`src/rtl/keyin_pkg.sv`:
```
package keyin_pkg;
  typedef enum logic [1:0] {
    SEL_NONE = 2'd0,
    SEL_DATA = 2'd1,
    SEL_CSR  = 2'd2
  } reg_sel_e;
endpackage

```
`src/rtl/keyin_decode.sv`:
```
module keyin_decode
  import keyin_pkg::*;
#(
  parameter int ADDR_W        = 16,
  parameter int MEM_DATA_ADDR = 516,
  parameter int MEM_CSR_ADDR  = 517,
  parameter int IO_DATA_ADDR  = 5,
  parameter int IO_CSR_ADDR   = 6
) (
  input  logic              iso_mode,
  input  logic [ADDR_W-1:0] addr,
  input  logic              mem_rd,
  input  logic              mem_wr,
  input  logic              io_rd,
  input  logic              io_wr,
  output reg_sel_e          rd_sel,
  output reg_sel_e          wr_sel
);
  localparam logic [ADDR_W-1:0] MEM_DATA = MEM_DATA_ADDR[ADDR_W-1:0];
  localparam logic [ADDR_W-1:0] MEM_CSR  = MEM_CSR_ADDR[ADDR_W-1:0];
  localparam logic [ADDR_W-1:0] IO_DATA  = IO_DATA_ADDR[ADDR_W-1:0];
  localparam logic [ADDR_W-1:0] IO_CSR   = IO_CSR_ADDR[ADDR_W-1:0];

  logic rd_en, wr_en, data_hit, csr_hit;

  // Only the strobe pair that belongs to the selected space is honoured.
  always_comb begin
    rd_en    = iso_mode ? io_rd : mem_rd;
    wr_en    = iso_mode ? io_wr : mem_wr;
    data_hit = (addr == (iso_mode ? IO_DATA : MEM_DATA));
    csr_hit  = (addr == (iso_mode ? IO_CSR  : MEM_CSR));
  end

  always_comb begin
    rd_sel = SEL_NONE;
    wr_sel = SEL_NONE;
    if (rd_en && data_hit) rd_sel = SEL_DATA;
    else if (rd_en && csr_hit) rd_sel = SEL_CSR;
    if (wr_en && data_hit) wr_sel = SEL_DATA;
    else if (wr_en && csr_hit) wr_sel = SEL_CSR;
  end

  // The two register addresses of one space must never alias.
  always_comb begin
    assert_distinct_R2: assert (!(data_hit && csr_hit));
  end
endmodule

```
`src/rtl/keyin_state.sv`:
```
module keyin_state
  import keyin_pkg::*;
#(
  parameter int DATA_W     = 8,
  parameter int START_CODE = 1
) (
  input  logic              clk,
  input  logic              rst_n,
  input  reg_sel_e          rd_sel,
  input  reg_sel_e          wr_sel,
  input  logic [DATA_W-1:0] wdata,
  input  logic              kb_valid,
  input  logic [DATA_W-1:0] kb_byte,
  output logic              ready,
  output logic              overrun,
  output logic [DATA_W-1:0] data_q
);
  localparam logic [DATA_W-1:0] START_VAL = START_CODE[DATA_W-1:0];

  logic start, pend_q, pend_d, ready_q, ready_d, ovr_q, ovr_d, data_en;

  // Next-state logic
  always_comb begin
    start   = (wr_sel == SEL_CSR) && (wdata == START_VAL);
    data_en = !start && kb_valid && pend_q;
    pend_d  = pend_q;
    ready_d = ready_q;
    ovr_d   = ovr_q;
    if (start) begin
      pend_d  = 1'b1;
      ready_d = 1'b0;
      ovr_d   = 1'b0;
    end else begin
      if (rd_sel == SEL_DATA) ready_d = 1'b0;
      if (kb_valid) begin
        if (pend_q) begin
          ready_d = 1'b1;
          pend_d  = 1'b0;
        end else begin
          ovr_d = 1'b1;
        end
      end
    end
  end

  // Flag registers
  always_ff @(posedge clk or negedge rst_n) begin
    if (!rst_n) begin
      pend_q  <= 1'b0;
      ready_q <= 1'b0;
      ovr_q   <= 1'b0;
    end else begin
      pend_q  <= pend_d;
      ready_q <= ready_d;
      ovr_q   <= ovr_d;
    end
  end

  // Character holding register with explicit enable
  always_ff @(posedge clk or negedge rst_n) begin
    if (!rst_n) data_q <= '0;
    else if (data_en) data_q <= kb_byte;
  end

  assign ready   = ready_q;
  assign overrun = ovr_q;

  // A fetch is either waiting or already done, never both
  assert_pend_ready_excl_R5: assert property (@(posedge clk) disable iff (!rst_n)
    !(pend_q && ready_q));

  assert_start_effect_R4: assert property (@(posedge clk) disable iff (!rst_n)
    start |=> (pend_q && !ready_q && !ovr_q));

  assert_ready_source_R5: assert property (@(posedge clk) disable iff (!rst_n)
    $rose(ready_q) |-> $past(kb_valid && pend_q && !start));

  assert_lost_byte_R8: assert property (@(posedge clk) disable iff (!rst_n)
    (kb_valid && !pend_q && !start) |=> ovr_q);

  assert_data_rd_clear_R7: assert property (@(posedge clk) disable iff (!rst_n)
    (rd_sel == SEL_DATA && !kb_valid && !start) |=> !ready_q);

  assert_data_hold_R9: assert property (@(posedge clk) disable iff (!rst_n)
    !(kb_valid && pend_q && !start) |=> $stable(data_q));
endmodule

```
`src/rtl/keyin_rdmux.sv`:
```
module keyin_rdmux
  import keyin_pkg::*;
#(
  parameter int DATA_W = 8
) (
  input  reg_sel_e          rd_sel,
  input  logic              ready,
  input  logic              overrun,
  input  logic [DATA_W-1:0] data_q,
  output logic [DATA_W-1:0] rdata
);
  logic [DATA_W-1:0] status;

  always_comb begin
    status           = '0;
    status[DATA_W-1] = ready;
    status[0]        = overrun;
  end

  always_comb begin
    case (rd_sel)
      SEL_DATA: rdata = data_q;
      SEL_CSR:  rdata = status;
      default:  rdata = '0;
    endcase
  end
endmodule

```
`src/rtl/keyin_port.sv`:
```
module keyin_port
  import keyin_pkg::*;
#(
  parameter int ADDR_W        = 16,
  parameter int DATA_W        = 8,
  parameter int MEM_DATA_ADDR = 516,
  parameter int MEM_CSR_ADDR  = 517,
  parameter int IO_DATA_ADDR  = 5,
  parameter int IO_CSR_ADDR   = 6,
  parameter int START_CODE    = 1,
  parameter int SYNC_STAGES   = 2
) (
  input  logic              clk,
  input  logic              rst_n,
  input  logic              iso_mode,
  input  logic [ADDR_W-1:0] addr,
  input  logic              mem_rd,
  input  logic              mem_wr,
  input  logic              io_rd,
  input  logic              io_wr,
  input  logic [DATA_W-1:0] wdata,
  output logic [DATA_W-1:0] rdata,
  input  logic              kb_valid,
  input  logic [DATA_W-1:0] kb_byte
);
  reg_sel_e rd_sel, wr_sel;
  logic ready, overrun;
  logic [DATA_W-1:0] data_q;
  logic [SYNC_STAGES-1:0] rst_sync;
  logic core_rst_n;

  // Reset: asserted at once, released on a clock edge
  always_ff @(posedge clk or negedge rst_n) begin
    if (!rst_n) rst_sync <= '0;
    else rst_sync <= {rst_sync[SYNC_STAGES-2:0], 1'b1};
  end
  assign core_rst_n = rst_sync[SYNC_STAGES-1];

  keyin_decode #(
    .ADDR_W(ADDR_W), .MEM_DATA_ADDR(MEM_DATA_ADDR), .MEM_CSR_ADDR(MEM_CSR_ADDR),
    .IO_DATA_ADDR(IO_DATA_ADDR), .IO_CSR_ADDR(IO_CSR_ADDR)
  ) u_decode (
    .iso_mode(iso_mode), .addr(addr), .mem_rd(mem_rd), .mem_wr(mem_wr),
    .io_rd(io_rd), .io_wr(io_wr), .rd_sel(rd_sel), .wr_sel(wr_sel)
  );

  keyin_state #(.DATA_W(DATA_W), .START_CODE(START_CODE)) u_state (
    .clk(clk), .rst_n(core_rst_n), .rd_sel(rd_sel), .wr_sel(wr_sel),
    .wdata(wdata), .kb_valid(kb_valid), .kb_byte(kb_byte),
    .ready(ready), .overrun(overrun), .data_q(data_q)
  );

  keyin_rdmux #(.DATA_W(DATA_W)) u_rdmux (
    .rd_sel(rd_sel), .ready(ready), .overrun(overrun), .data_q(data_q),
    .rdata(rdata)
  );

  // Nothing decoded means a quiet bus
  assert_quiet_bus_R10: assert property (@(posedge clk) disable iff (!core_rst_n)
    (rd_sel == SEL_NONE) |-> (rdata == '0));

  // Status middle bits are always zero
  assert_status_fmt_R6: assert property (@(posedge clk) disable iff (!core_rst_n)
    (rd_sel == SEL_CSR) |-> (rdata[DATA_W-2:1] == '0));
endmodule

```
`config.mk`:
```
export PLATFORM = sky130hd
export DESIGN_NAME = keyin_port
export DESIGN_NICKNAME = d
export VERILOG_FILES = /design/src/rtl/keyin_pkg.sv /design/src/rtl/keyin_decode.sv /design/src/rtl/keyin_state.sv /design/src/rtl/keyin_rdmux.sv /design/src/rtl/keyin_port.sv
export SDC_FILE = /design/constraint.sdc
export NUM_CORES = 1
export LEC_CHECK = 0
export BUFFER_PORTS_ARGS = -buffer_cell sky130_fd_sc_hd__buf_2
export CORE_MARGIN = 2
export CORE_UTILIZATION = 35
export CTS_CLUSTER_DIAMETER = 60
export DETAILED_ROUTE_END_ITERATION = 12
export PLACE_DENSITY = 0.76
export SLEW_MARGIN = 20
export SYNTH_ARGS = -nofsm -noshare
export SYNTH_HDL_FRONTEND = slang
export SYNTH_SLANG_ARGS = --single-unit
```
`constraint.sdc`:
```
create_clock -name clk -period 2.2 [get_ports clk]
set_clock_uncertainty 0.1 [all_clocks]
set_input_delay 0.11 -clock clk [delete_from_list [all_inputs] [get_ports clk]]
set_output_delay 0.11 -clock clk [all_outputs]
set_load 0.01 [all_outputs]
```
==> flow_summary.toml <==
[run_status]
outcome = "complete, no violations"

[timing]
rsz0062_at_grt = "no"
max_freq_mhz = 519
setup_tns_ns = 0
finalMaxSlewViolations = 0
hold_slack_ns = 0.0455
fin_crit_sh_pct = 87.5
hold_viol_final = 0
setup_viol = 0
min_period_ns = 1.93
setup_ws_ns = 0.274

[placement]
portBuffers = 47
hpwl_mm = 1.38
finalWeightedCongestion = 0.702
dp.cells = 137
pre_cts_ws_ns = 0.106

[critical_path]
path_cells = "buf_2, or3_4, or4_4, nor3_1, a22oi_1, nor2_1, buf_2"
reg2reg_from = "u_state.pend_q"
r2r-end = "u_state.data_q[2]"
arrival_ns = 1.72
worstPathRequired_ns = 1.99
worstRegToRegCells = 3
reg2reg_slack_ns = 0.86
cp_slowest_stage_delay_ns = 0.52
cp-start-kind = "primary input"
crit_top_cell = "buf_2"
cp_slowest_cell = "or4_4"
crit_type = "primary input to primary output"
endpoint_kind = "primary output"
cp_max_fo = 3

[synth]
synth.distinct_cells = 29
ys_seq_area_share_pct = 43.3
synthCells = 62
yosysWarnings = 0
syn_area_um2 = 751
synth.avg_cell_area_um2 = 12.1
synth_top_area_share_pct = 43.3
synth_area_leaders = "dfrtp_1 43%, mux2_4 16%, and2_1 5.0%"
synth_area_leader_cell = "dfrtp_1"
syn_nets = 102
ys_ff_latch = 13

[floorplanning]
die_h_um = 50.3
ios = 48
dieWidth_um = 50.3
core_um2 = 2000
start_util_pct = 37.5
num_rows = 16
dieArea_um2 = 2530

[grt]
grtUsageMet3_pct = 3.57
grt_max_degree = 12
met2_usage_pct = 27.9
busiest_layer = "met2"
grtUsageTotal_pct = 14.4
grt_pass1_wl_mm = 2.86
grt_pass1_vias = 751
antenna_found_initial = 0
met1_usage_pct = 14.6
globalRouteOverflowTotal = 0

[clock_network]
clkLatencyLatePin_ns = 0.26
cts.sinks = 13
tritoncts = "built"
ctsResizeCount = 0
htreeDepth = 1
postCtsHoldBufs = 10
clock-root-buffer = "clkbuf_4"
numCtsBuffers = 3
clk_pin_slew_ns = 0.07
post_cts_buffers = 0
ctsLongestPathBuffers = 2

[drt]
drc = 0
drt_wl_total_mm = 1.71
vias_per_cell = 4.72
wire_per_inst_um = 11.4
drtIter0Drc = 7
ant_nets = 0
dr.pass1.iters = 4
routed-via-count = 713

[layout]
final_common_cell = "buf_2"
layout_common_cells = "47 x buf_2, 13 x dfrtp_1, 10 x dlygate4sd3_1"
nets = 165
instances_no_fill = 151
drive_gt1_share_pct = 52.4
syn_to_final_growth_pct = 53.7
n_antenna_cell = 0
finish.utilization_pct = 57.6

[power]
irDropWorstVdd_v = 0.000333
p_per_area_nw_per_um2 = 428
cellLeakagePower_nw = 0.574

[min_path]
worstHoldPathType = "primary input to asynchronous set/reset pin"

[flow_run]
cap_violations = 0
[where the power goes]
part | leakage [nW] | internal (W) | total (W) | switching, W
combinational | 0.396 | 0.0000620 | 0.0000895 | 0.0000275
sequential | 0.163 | 0.000255 | 0.000267 | 0.0000113
clock | 0.0150 | 0.0000701 | 0.000138 | 0.0000682
total | 0.574 | 0.000387 | 0.000494 | 0.000107
[layer usage]
metal / part of all wire [%] / vias up
met5: 0 / -
met4: 0 / 0
met3: 12 / 0
met2: 47 / 42
met1: 40 / 320
li1: - / 351
[metrics by stage]
step,instance area [µm²],total power (W)
final,1150,0.000494
after global routing,1150,0.000522
after CTS,1150,0.000503
after detailed placement,1030,0.000348
after global placement,1030,0.000344
after floorplan,751,0.000303
[logic make-up after synthesis]
| group | synth area share [%] |
|---|---|
| buf+inv | 0.500 |
| mux | 20.2 |
| other cells | 0.500 |
| xor+xnor | 1.17 |
| simple gates | 27.8 |
| flops | 43.3 |
| compound gates | 6.50 |
[Yosys cell counts]
cell / instances
nand2b_1: 1
mux2_4: 8
xnor2_1: 1
dfrtp_1: 13
conb_1: 1
and4b_1: 1
nor3_4: 1
nor2b_1: 2
nor2_1: 3
mux2_2: 1
nand2_1: 1
nor4_1: 2
or4_4: 1
nor4b_1: 1
or2b_1: 1
a21oi_4: 1
or3_4: 1
a21oi_1: 2
or4_1: 1
or3_1: 1
mux2i_1: 2
and4_1: 1
and2_1: 6
or4b_1: 1
a22oi_1: 2
o21bai_1: 1
inv_1: 1
nor4_2: 1
nor3_1: 3
[registers in the layout (all words and copies together) (netlist names)]
signal and cells:
rst_sync 2, u_state.data_q 8, u_state.overrun 1, u_state.pend_q 1
u_state.ready 1
[area by class of cell]
class	count	area, µm²
multi-input combinational	48	422
sequential	13	325
tap	27	33.8
clock buffer	4	26.3
fill	192	848
inverter	1	3.75
timing repair buffer	58	343
[worst max-delay path by stage]
stage	to	start	depth (start not counted)
finish	rdata[7]	addr[12]	7
global route	rdata[3]	addr[5]	7
CTS	rdata[7]	addr[12]	7
detailed placement	u_state.data_q[0]	addr[12]	6
global placement	u_state.data_q[2]	addr[12]	6
floorplan	u_state.data_q[0]	addr[12]	5
[critical path: cells and delay by family]
kind | cells | cell delay, ns
buf+inv | 2 | 0.23
compound gates | 1 | 0.13
simple gates | 4 | 1.23
Note: power is estimated with default switching activity, not from simulation.
